<file path="config.mk">
export PLATFORM = sky130hd
export DESIGN_NAME = irq_fanout_ctrl
export DESIGN_NICKNAME = d
export VERILOG_FILES = /design/src/rtl/irq_agg_pkg.sv /design/src/rtl/irq_or_group.sv /design/src/rtl/irq_mask_bank.sv /design/src/rtl/irq_reg_port.sv /design/src/rtl/irq_fanout_ctrl.sv
export SDC_FILE = /design/constraint.sdc
export NUM_CORES = 1
export LEC_CHECK = 0
export ABC_AREA = 1
export BUFFER_PORTS_ARGS = -buffer_cell sky130_fd_sc_hd__buf_2
export CAP_MARGIN = 20
export CORE_MARGIN = 3
export CORE_UTILIZATION = 25
export DETAILED_ROUTE_END_ITERATION = 16
export HOLD_SLACK_MARGIN = 0.15
export SYNTH_ARGS = -nofsm -noshare
export SYNTH_HDL_FRONTEND = slang
export SYNTH_SLANG_ARGS = --single-unit
export TNS_END_PERCENT = 30
</file>
<file path="constraint.sdc">
create_clock -name clk_i -period 2.8 [get_ports clk_i]
set_input_delay 0.42 -clock clk_i [delete_from_list [all_inputs] [get_ports clk_i]]
set_output_delay 0.42 -clock clk_i [all_outputs]
set_load 0.02 [all_outputs]
</file>
<file path="src/rtl/irq_agg_pkg.sv">
package irq_agg_pkg;
  localparam int unsigned DW          = 32;
  localparam int unsigned AW          = 3;
  localparam int unsigned DIRECT_N    = 28;
  localparam int unsigned AUX_N       = 4;
  localparam int unsigned POS_BUSERR  = 24;
  localparam int unsigned POS_BRIDGE  = 25;
  localparam int unsigned POS_CACHE   = 27;
  localparam logic [DW-1:0] IMPL_A    = 32'h7FFF_FFFF;
  localparam logic [DW-1:0] IMPL_B    = 32'h0000_00E8;

  typedef enum logic [AW-1:0] {
    ADDR_EN_A   = 3'd0,
    ADDR_EN_B   = 3'd1,
    ADDR_RSN_A  = 3'd2,
    ADDR_RSN_B  = 3'd3,
    ADDR_MODE   = 3'd4
  } reg_addr_e;

  // Spread the direct lines over bank A, skipping the composite slots.
  function automatic logic [DW-1:0] place_direct(input logic [DIRECT_N-1:0] d);
    logic [DW-1:0] r;
    int unsigned k;
    r = '0;
    k = 0;
    for (int unsigned j = 0; j < DW-1; j++) begin
      if (j != POS_BUSERR && j != POS_BRIDGE && j != POS_CACHE) begin
        r[j] = d[k];
        k++;
      end
    end
    return r;
  endfunction

  // Spread the auxiliary lines over the implemented bank B bits, low first.
  function automatic logic [DW-1:0] place_aux(input logic [AUX_N-1:0] a);
    logic [DW-1:0] r;
    int unsigned k;
    r = '0;
    k = 0;
    for (int unsigned j = 0; j < DW; j++) begin
      if (IMPL_B[j] && k < AUX_N) begin
        r[j] = a[k];
        k++;
      end
    end
    return r;
  endfunction
endpackage

</file>
<file path="src/rtl/irq_or_group.sv">
module irq_or_group #(
  parameter int unsigned N = 4
) (
  input  logic [N-1:0] lines_i,
  output logic         any_o
);
  assign any_o = |lines_i;
endmodule

</file>
<file path="src/rtl/irq_mask_bank.sv">
module irq_mask_bank #(
  parameter int unsigned     W    = 32,
  parameter logic [W-1:0]    IMPL = '1
) (
  input  logic         clk_i,
  input  logic         rst_ni,
  input  logic         wr_en_i,
  input  logic [W-1:0] wdata_i,
  input  logic [W-1:0] raw_i,
  output logic [W-1:0] enable_o,
  output logic [W-1:0] reason_o
);
  logic [W-1:0] en_q;

  always_ff @(posedge clk_i or negedge rst_ni) begin
    if (!rst_ni)      en_q <= '0;
    else if (wr_en_i) en_q <= wdata_i & IMPL;
  end

  assign enable_o = en_q;
  assign reason_o = raw_i & en_q;
endmodule

</file>
<file path="src/rtl/irq_reg_port.sv">
module irq_reg_port
  import irq_agg_pkg::*;
(
  input  logic          clk_i,
  input  logic          rst_ni,
  input  logic          valid_i,
  input  logic          write_i,
  input  logic [AW-1:0] addr_i,
  input  logic          mode_wbit_i,
  input  logic [DW-1:0] en_a_i,
  input  logic [DW-1:0] en_b_i,
  input  logic [DW-1:0] rsn_a_i,
  input  logic [DW-1:0] rsn_b_i,
  output logic          wr_en_a_o,
  output logic          wr_en_b_o,
  output logic          mode_o,
  output logic [DW-1:0] rdata_o
);
  logic          mode_q;
  logic [DW-1:0] rdata_q;
  logic [DW-1:0] rd_mux;
  logic          do_wr;
  logic          do_rd;

  assign do_wr     = valid_i &  write_i;
  assign do_rd     = valid_i & ~write_i;
  assign wr_en_a_o = do_wr && (addr_i == ADDR_EN_A);
  assign wr_en_b_o = do_wr && (addr_i == ADDR_EN_B);

  always_comb begin
    unique case (addr_i)
      ADDR_EN_A:  rd_mux = en_a_i;
      ADDR_EN_B:  rd_mux = en_b_i;
      ADDR_RSN_A: rd_mux = rsn_a_i;
      ADDR_RSN_B: rd_mux = rsn_b_i;
      ADDR_MODE:  rd_mux = {{(DW-1){1'b0}}, mode_q};
      default:    rd_mux = '0;
    endcase
  end

  always_ff @(posedge clk_i or negedge rst_ni) begin
    if (!rst_ni) begin
      mode_q  <= 1'b0;
      rdata_q <= '0;
    end else begin
      if (do_wr && addr_i == ADDR_MODE) mode_q <= mode_wbit_i;
      if (do_rd) rdata_q <= rd_mux;
    end
  end

  assign mode_o  = mode_q;
  assign rdata_o = rdata_q;
endmodule

</file>
<file path="src/rtl/irq_fanout_ctrl.sv">
module irq_fanout_ctrl
  import irq_agg_pkg::*;
#(
  parameter int unsigned BUS_ERR_N = 7,
  parameter int unsigned CACHE_N   = 5,
  parameter int unsigned BRIDGE_N  = 3
) (
  input  logic                 clk_i,
  input  logic                 rst_ni,
  input  logic                 reg_valid_i,
  input  logic                 reg_write_i,
  input  logic [AW-1:0]        reg_addr_i,
  input  logic [DW-1:0]        reg_wdata_i,
  output logic [DW-1:0]        reg_rdata_o,
  input  logic [DIRECT_N-1:0]  direct_g0_i,
  input  logic [DIRECT_N-1:0]  direct_g1_i,
  input  logic [BUS_ERR_N-1:0] bus_err_i,
  input  logic [CACHE_N-1:0]   cache_err_i,
  input  logic [BRIDGE_N-1:0]  bridge_evt_i,
  input  logic [AUX_N-1:0]     aux_irq_i,
  output logic [DW-1:0]        irq_a_o,
  output logic [DW-1:0]        irq_b_o
);
  logic                busy_any, cache_any, bridge_any;
  logic                mode;
  logic                wr_a, wr_b;
  logic [DIRECT_N-1:0] direct_sel;
  logic [DW-1:0]       raw_a, raw_b;
  logic [DW-1:0]       en_a, en_b, rsn_a, rsn_b;

  irq_or_group #(.N(BUS_ERR_N)) u_or_bus (.lines_i(bus_err_i),    .any_o(busy_any));
  irq_or_group #(.N(CACHE_N))   u_or_cch (.lines_i(cache_err_i),  .any_o(cache_any));
  irq_or_group #(.N(BRIDGE_N))  u_or_brg (.lines_i(bridge_evt_i), .any_o(bridge_any));

  assign direct_sel = mode ? direct_g1_i : direct_g0_i;

  always_comb begin
    raw_a             = place_direct(direct_sel);
    raw_a[POS_BUSERR] = busy_any;
    raw_a[POS_BRIDGE] = bridge_any;
    raw_a[POS_CACHE]  = cache_any;
  end

  assign raw_b = place_aux(aux_irq_i);

  irq_mask_bank #(.W(DW), .IMPL(IMPL_A)) u_bank_a (
    .clk_i, .rst_ni, .wr_en_i(wr_a), .wdata_i(reg_wdata_i),
    .raw_i(raw_a), .enable_o(en_a), .reason_o(rsn_a)
  );

  irq_mask_bank #(.W(DW), .IMPL(IMPL_B)) u_bank_b (
    .clk_i, .rst_ni, .wr_en_i(wr_b), .wdata_i(reg_wdata_i),
    .raw_i(raw_b), .enable_o(en_b), .reason_o(rsn_b)
  );

  irq_reg_port u_regs (
    .clk_i, .rst_ni,
    .valid_i(reg_valid_i), .write_i(reg_write_i), .addr_i(reg_addr_i),
    .mode_wbit_i(reg_wdata_i[0]),
    .en_a_i(en_a), .en_b_i(en_b), .rsn_a_i(rsn_a), .rsn_b_i(rsn_b),
    .wr_en_a_o(wr_a), .wr_en_b_o(wr_b), .mode_o(mode), .rdata_o(reg_rdata_o)
  );

  assign irq_a_o = rsn_a;
  assign irq_b_o = rsn_b;
endmodule

</file>
# Word level (Yosys, flattened, before mapping)
# Cells that the tools add are included.
# totals
reg_bits	68
input_bits	114
elab_cells	22
# op_classes
n_eq_ne	4
mux	2
n_bitwise	5
reduce_logical	7
# op_table
op	count
case mux 32 bit (5 select lines)	1
AND 31 bit	1
two-way mux 28 bit	1
AND 8 bit	1
OR reduction 7 bit	1
equality test 3 x 2 -> 1 bit, second input constant	2
OR reduction 5 bit	1
equality test 3 x 1 -> 1 bit, second input constant	1
equality test 3 bit, second input constant	1
logical AND 1 bit	3
zero test 3 bit	1
OR reduction 3 bit	1
AND 1 bit	2
NOT 1 bit	1

# Longest topological paths before layout
# Gate-level depths: netlist of run 1.
# logic_depth
ltp_word	3
depth_mapped	8
ltp_nobuf	7

# By module
# A second synthesis of run 1 with hierarchy kept.
# unflattened
cells_unflattened	752
hier_area_um2	4890.9
# by_module_without_submodules
mod	n_inst	cells_per_inst	area_each_um2	seq_area_each_um2
irq_reg_port	1	364	2426.1	825.8
irq_mask_bank at u_bank_a	1	196	1410.1	775.7
irq_mask_bank at u_bank_b	1	82	603.1	100.1
irq_fanout_ctrl	1	91	379.1	0.0
irq_or_group at u_or_bus	1	12	45.0	0.0
irq_or_group at u_or_cch	1	4	16.3	0.0
irq_or_group at u_or_brg	1	3	11.3	0.0

# Least setup slack after synthesis of run 1
# OpenSTA, ideal clock, no wires.
# synth_timing
path_type	flip-flop to output port
start	reg u_regs.mode_q, in the netlist u_regs.mode_o
end	out irq_a_o[0]
arrival_ns	1.142
setup_slack_ns	1.238
path_stages_with_launch	4
path_cell_list	dfrtp_1 > buf_2 > nand2_1 > a21boi_0
# synth_via
elab_chain_cells	2
# synth_rtl
element	line_no	source
start: declaration	irq_reg_port.sv:19	logic mode_q;
start signal: assignment	irq_reg_port.sv:46	if (do_wr && addr_i == ADDR_MODE) mode_q <= mode_wbit_i;
two-way mux 28 bit	irq_fanout_ctrl.sv:35	assign direct_sel = mode ? direct_g1_i : direct_g0_i;
AND 31 bit	irq_mask_bank.sv:21	assign reason_o = raw_i & en_q;
end: declaration	irq_fanout_ctrl.sv:21	output logic [DW-1:0] irq_a_o,
# No other way between the ends.

# Worst setup path in the final report of run 1
# layout_timing
start	reg u_regs.mode_q, in the netlist u_regs.mode_o
end	out irq_a_o[7]
# The elaborated chain is that of the path after synthesis.

==> summary.md, run 1 <==
| Metric | Value |
|---|---|
| Worst path required time | 2.38 ns |
| Final setup violation count | 0 |
| Instance count of the mapped netlist | 606 |
| Clk sinks | 67 |
| Unique masters post-synth | 24 |
| Max-cap violations | 0 |
| Postcts setup bufs | 0 |
| Crit Path Category | register to primary output |
| Reg clk slew, reported paths | 0.05 ns |
| # IOs | 210 |
| Final nets | 889 |
| Period utilisation layout | 0.739 |
| Vias | 4105 |
| Peak supply drop | 255 uV |
| Total GRT Usage | 0.141 |
| Crit path time final | 2.07 ns |
| Share of post-route cells with drive strength above 1 | 0.262 |
| Placed insts | 975 |
| TritonCTS clock tree | yes |
| Vias in the first global route | 3833 |
| Initial drt markers | 174 |
| Core outline area | 0.0155 sq mm |
| Status | finished clean |
| Synth warn | 0 |
| Chip Width | 133 microns |
| Crit-path max FO | 28 |
| Initial antenna violation count | 0 |
| Worst Hold Class | input port to asynchronous set/reset pin |
| Number of synthesized register bits | 67 |
| GP Congestion | 0.767 |
| CTS H-tree depth | 3 |
| WL per Instance | 12.5 microns |
| Pin count of the biggest net entering global routing | 68 |
| Least-Margin Pin Slew | 0.888 ns |
| Post-synth top flop | dfrtp_1 |
| Antenna cell count | 0 |
| Drt first pass iters | 6 |
| Port bufs | 178 |
| Final instance area | 0.00530 sq mm |
| Antenna-violating nets left | 0 |
| Hold-fix buffers, CTS | 0 |
| Power Density | 603 mW/mm^2 |
| Mapped Area | 0.00404 sq mm |
| Post-CTS sizing | 0 |
| Fin Clk Skew | 0.00299 ns |
| Slew HR | 0.408 |
| Initial Util | 0.261 |
| Remaining Overflow, GRT | 0 |
| Clk root buf | clkbuf_16 |
| Fill cells | 1736 |
| Finished Layout Cells | 990 |
| Vias per inst | 4.15 |
| Final Max Tran Viols | 0 |
| Unrepaired setup endpoints after global routing | no |
| Setup TNS | 0 ns |
| First-pass GRT wire length | 19900 microns |
| DRC errors left | 0 |
| FP Rows | 45 |
| Asr flop ratio synth | 1.00 |
| Area of the die | 0.0177 sq mm |
| Register area share after synthesis | 0.415 |
| Area grow syn2layout | 31.2% |
| Peak Freq | 483 MHz |
| Max Buffers Root-to-Sink | 2 |
| CTS buffer count | 9 |
| Number of synthesized flops with an enable pin | 0 |
| Post-Route WL | 12400 microns |
| Final HPWL DP | 8890 microns |
| Syn_area_per_cell | 6.67 sq um |
| DP Area | 0.00501 sq mm |
| Setup crit end kind | primary output |
| CP Launch Type | register |
| Final Hold Fails | 0 |
| Worst-skew pair later-pin latency | 0.33 ns |
| Data arrival, critical path | 1.65 ns |
| Die Ht | 133 microns |
| Pleak | 3.39 nW |
## where the power goes
part	total (mW)	internal [mW]	switching [mW]	leakage (nW)
combinational	0.851	0.283	0.567	2.37
sequential	1.22	1.11	0.108	0.884
clock	1.13	0.732	0.398	0.146
## synthesized netlist by cell type (3+ instances only)
| cell | count | area (sq um) |
|---|---|---|
| a21boi_0 | 3 | 22.5 |
| a21oi_1 | 4 | 20.0 |
| buf_2 | 9 | 45.0 |
| buf_4 | 30 | 225 |
| buf_6 | 5 | 56.3 |
| clkbuf_1 | 8 | 30.0 |
| dfrtp_1 | 67 | 1680 |
| inv_1 | 90 | 338 |
| nand2_1 | 252 | 946 |
| nand3_1 | 62 | 310 |
| nor2_1 | 24 | 90.1 |
| o21ai_0 | 15 | 75.1 |
| o21ai_1 | 22 | 110 |
## critical path, cell delays in order, from the launching register on
cell and delay [ns]:
dfrtp_1 0.38, inv_2 0.45, nand2_1 0.15, a21oi_1 0.16, buf_2 0.18
## layer usage
| metal | routed length [microns] | GRT usage | up-vias | share of wire |
|---|---|---|---|---|
| met1 | 5540 | 0.188 | 1836 | 0.45 |
| met4 | 209 | 0.0440 | 0 | 0.017 |
| met3 | 924 | 0.0363 | 16 | 0.075 |
| li1 | - | - | 2113 | - |
| met2 | 5700 | 0.225 | 140 | 0.46 |
| met5 | 0 | 0 | - | 0 |
## area by class of cell
cell class                 count  area, sq um  area share
sequential                    67         1680       0.316
clock inverter                 2         35.0     0.00661
timing repair buffer         183          951       0.179
clock buffer                  13          260      0.0491
multi-input combinational    421         1760       0.333
inverter                      93          352      0.0663
tap                          211          264      0.0498
## cells by family (layout without fill, tap and decap cells)
kind of cell           Yosys count  in the layout  synth area share
DFF                             67             67             0.415
buffers and inverters          147            291             0.178
and+or+nand+nor                346            346             0.349
other                            1             30          0.000928
AOI/OAI and AO/OA               45             45            0.0582
## final timing paths
path | startpoint | to | slack [ns] | cells past startpoint
setup / recovery | u_regs.mode_o$_DFFE_PN0P_ | irq_a_o[7] | 0.73 | 4
hold / removal | rst_ni | u_bank_b.enable_o[6]$_DFFE_PN0P_ | 0.22 | 1
setup reg to reg | u_regs.mode_o$_DFFE_PN0P_ | u_regs.rdata_o[5]$_DFFE_PN0P_ | 1.38 | 7
hold reg to reg | u_regs.rdata_o[17]$_DFFE_PN0P_ | u_regs.rdata_o[17]$_DFFE_PN0P_ | 0.47 | 2
max in group asynchronous | rst_ni | u_bank_a.enable_o[19]$_DFFE_PN0P_ | 2.01 | 1
min in group clk_i | reg_wdata_i[16] | u_bank_a.enable_o[16]$_DFFE_PN0P_ | 0.32 | 3
## cells in the final DEF, fill, tap and decap left out, drive strengths merged
| cell | count |
|---|---|
| clkinv | 1 |
| a21boi | 3 |
| clkbuf | 13 |
| dfrtp | 67 |
| conb | 30 |
| nand3 | 62 |
| and2 | 1 |
| o21ai | 37 |
| inv | 93 |
| nand2 | 255 |
| bufinv | 1 |
| buf | 183 |
| nor3 | 2 |
| a21oi | 4 |
| nor2 | 25 |
| o211ai | 1 |
| nand4 | 1 |
## sequential cells by signal (all words and copies together) (netlist names)
register / cells
u_bank_a.enable_o: 31
u_bank_b.enable_o: 4
u_regs.mode_o: 1
u_regs.rdata_o: 31
## through the flow
step	power [mW]	util	worst slack (ns)	hold WS, ns
6_report	3.20	0.342	0.730	0.221
4_1_cts	3.26	0.342	0.663	0.250
3_5_place_dp	2.10	0.323	0.793	0.461
2_1_floorplan	1.79	-	1.24	0.124
5_1_grt	3.42	0.342	0.572	0.290
3_3_place_gp	2.09	0.322	0.818	0.458
Note: power is estimated with default switching activity, not from simulation.
==> inputs of run 2 (changes only) <==
==> constraint.sdc (replaced) <==
create_clock -name clk_i -period 2 [get_ports clk_i]
set_input_delay 0.3 -clock clk_i [delete_from_list [all_inputs] [get_ports clk_i]]
set_output_delay 0.3 -clock clk_i [all_outputs]
set_load 0.02 [all_outputs]
==> summary.md, run 2 (same netlist as run 1, synthesis figures left out) <==
| Metric | Value |
|---|---|
| Status | finished clean |
| Crit Path Category | register to primary output |
| Vias in the first global route | 3862 (+0.76%) |
| Pin count of the biggest net entering global routing | 37 (-46%) |
| Fill cells | 1705 (-1.8%) |
| First-pass GRT wire length | 19900 microns (+0.35%) |
| Worst slack, placed | 0.285 ns (-0.508 ns) |
| Chip Width | 133 microns (unchanged) |
| Power Density | 837 mW/mm^2 (+39%) |
| # IOs | 210 (unchanged) |
| Max Buffers Root-to-Sink | 2 (unchanged) |
| Period utilisation layout | 0.909 |
| Setup crit end kind | primary output |
| Post-Route WL | 12600 microns (+2.0%) |
| Crit path time final | 1.82 ns |
| Setup TNS | 0 ns (unchanged) |
| Final HPWL DP | 9320 microns (+4.8%) |
| Share of post-route cells with drive strength above 1 | 0.264 (+0.00182) |
| GP Congestion | 0.771 (+0.50%) |
| Hold Slack | 0.191 ns (-0.0299 ns) |
| FP Rows | 45 (unchanged) |
| Finished Layout Cells | 996 (+0.61%) |
| Peak supply drop | 402 uV (+58%) |
| Least-Margin Pin Slew | 0.569 ns (-0.318 ns) |
| DP Area | 0.00507 sq mm (+1.3%) |
| Post-CTS sizing | 0 (unchanged) |
| Max-cap violations | 0 (unchanged) |
| Antenna cell count | 0 (unchanged) |
| Register share of total power | 0.380 (about the same) |
| Peak Freq | 550 MHz |
| Worst Hold Class | input port to register |
| Core outline area | 0.0155 sq mm (unchanged) |
| CTS buffer count | 9 (unchanged) |
| Initial drt markers | 176 (+1.1%) |
| Worst path required time | 1.70 ns (-0.68 ns) |
| WL per Instance | 12.7 microns (+1.4%) |
| Clock Power Share | 0.348 (-0.005) |
| Final setup violation count | 0 (unchanged) |
| Unrepaired setup endpoints after global routing | no |
| Reg clk slew, reported paths | 0.06 ns (about the same) |
| Clk root buf | clkbuf_16 |
| CTS H-tree depth | 3 (unchanged) |
| Total GRT Usage | 0.142 (+0.000864) |
| Clk sinks | 67 (unchanged) |
| Initial Util | 0.261 (unchanged) |
| Leading cell type in the layout, fill and taps excluded | nand2_1 |
| Antenna-violating nets left | 0 (unchanged) |
| Vias per inst | 4.10 (-1.2%) |
| Worst-skew pair later-pin latency | 0.33 ns (about the same) |
| Die Ht | 133 microns (unchanged) |
| Area of the die | 0.0177 sq mm (unchanged) |
| Final Hold Fails | 0 (unchanged) |
| Initial antenna violation count | 0 (unchanged) |
| Pleak | 3.43 nW (+0.93%) |
| Commonest cells after routing, fill and taps aside | nand2_1, buf_2, inv_1 |
| Area grow syn2layout | 32.9% |
| Final instance area | 0.00537 sq mm (+1.3%) |
| Remaining Overflow, GRT | 0 (unchanged) |
| Vias | 4079 (-0.63%) |
| P_sw | 1.52 mW (+42%) |
| Setup slack after layout | 0.182 ns (-0.548 ns) |
| Placed insts | 979 (+0.41%) |
| Final nets | 894 (+0.56%) |
| Slew HR | 0.620 (+0.212) |
| DRC errors left | 0 (unchanged) |
| Data arrival, critical path | 1.52 ns (-0.13 ns) |
| Crit-path max FO | 17 (-39%) |
| CP Launch Type | register |
| Combinational share of power | 0.272 (+0.006) |
| Internal power component | 2.98 mW (+40%) |
| Fin Clk Skew | 0.00394 ns (+0.000949 ns) |
| Final Max Tran Viols | 0 (unchanged) |
| TritonCTS clock tree | yes |
| Drt first pass iters | 4 (-2) |
| Port bufs | 178 (unchanged) |
| Sw Share | 0.339 (+0.00317) |
==> run 2: changes by cell type in the layout (fill, tap and decap cells not counted), sizes merged <==
cell,before,now
buf,183,187
clkbuf,13,14
dlygate4sd3,0,1
==> run 2: area by class of cell <==
| class | instances | area, sq um | area share |
|---|---|---|---|
| tap | 211 | 264 | 0.0491 |
| clock buffer | 14 | 254 | 0.0473 |
| multi-input combinational | 421 | 1760 | 0.328 |
| inverter | 93 | 352 | 0.0654 |
| timing repair buffer | 188 | 1030 | 0.191 |
| sequential | 67 | 1680 | 0.312 |
| clock inverter | 2 | 35.0 | 0.00652 |
==> run 2: power groups by stage <==
| stage | Clock, mW | Sequential [mW] | Combinational [mW] |
|---|---|---|---|
| floorplan | 0 | 1.75 | 0.752 |
| global placement | 0 | 1.73 | 1.22 |
| detailed placement | 0 | 1.73 | 1.24 |
| CTS | 1.62 | 1.71 | 1.25 |
| global route | 1.68 | 1.74 | 1.37 |
| finish | 1.57 | 1.71 | 1.22 |
==> run 2: worst paths after layout <==
| kind | cells after the start | slack, ns | endpoint | start |
|---|---|---|---|---|
| setup / recovery | 6 | 0.18 | irq_a_o[15] | u_regs.mode_o$_DFFE_PN0P_ |
| hold / removal | 3 | 0.19 | u_bank_a.enable_o[27]$_DFFE_PN0P_ | reg_wdata_i[27] |
| setup reg to reg | 7 | 0.68 | u_regs.rdata_o[19]$_DFFE_PN0P_ | u_regs.mode_o$_DFFE_PN0P_ |
| hold reg to reg | 2 | 0.47 | u_regs.rdata_o[5]$_DFFE_PN0P_ | u_regs.rdata_o[5]$_DFFE_PN0P_ |
| max in group asynchronous | 3 | 0.99 | u_bank_a.enable_o[11]$_DFFE_PN0P_ | rst_ni |
| min in group asynchronous | 2 | 0.45 | u_bank_b.enable_o[7]$_DFFE_PN0P_ | rst_ni |
==> run 2: critical path, stage by stage, from the launching register on <==
cell     delay [ns]
dfrtp_1        0.38
inv_2          0.24
buf_12         0.20
nand2_1        0.06
nand3_1        0.09
inv_1          0.05
buf_2          0.15
==> run 2: repair_timing <==
item / in CTS / in global routing
hold buffers: 1 / 0
buffers inserted: 0 / 0
endpoints found under the hold margin: 31 / 0
==> run 2: routing by layer <==
layer / up-vias / global-route usage / wire (microns)
met4: 0 / 0.0440 / 187
li1: 2125 / - / -
met3: 14 / 0.0397 / 885
met5: - / 0 / 0
met2: 131 / 0.230 / 5860
met1: 1809 / 0.184 / 5680
==> run 2: per-stage QoR <==
stage / power, mW / utilization
after floorplan: 2.50 / -
after global placement: 2.95 / 0.326
after detailed placement: 2.97 / 0.328
after CTS: 4.58 / 0.347
after global routing: 4.79 / 0.347
final: 4.50 / 0.347
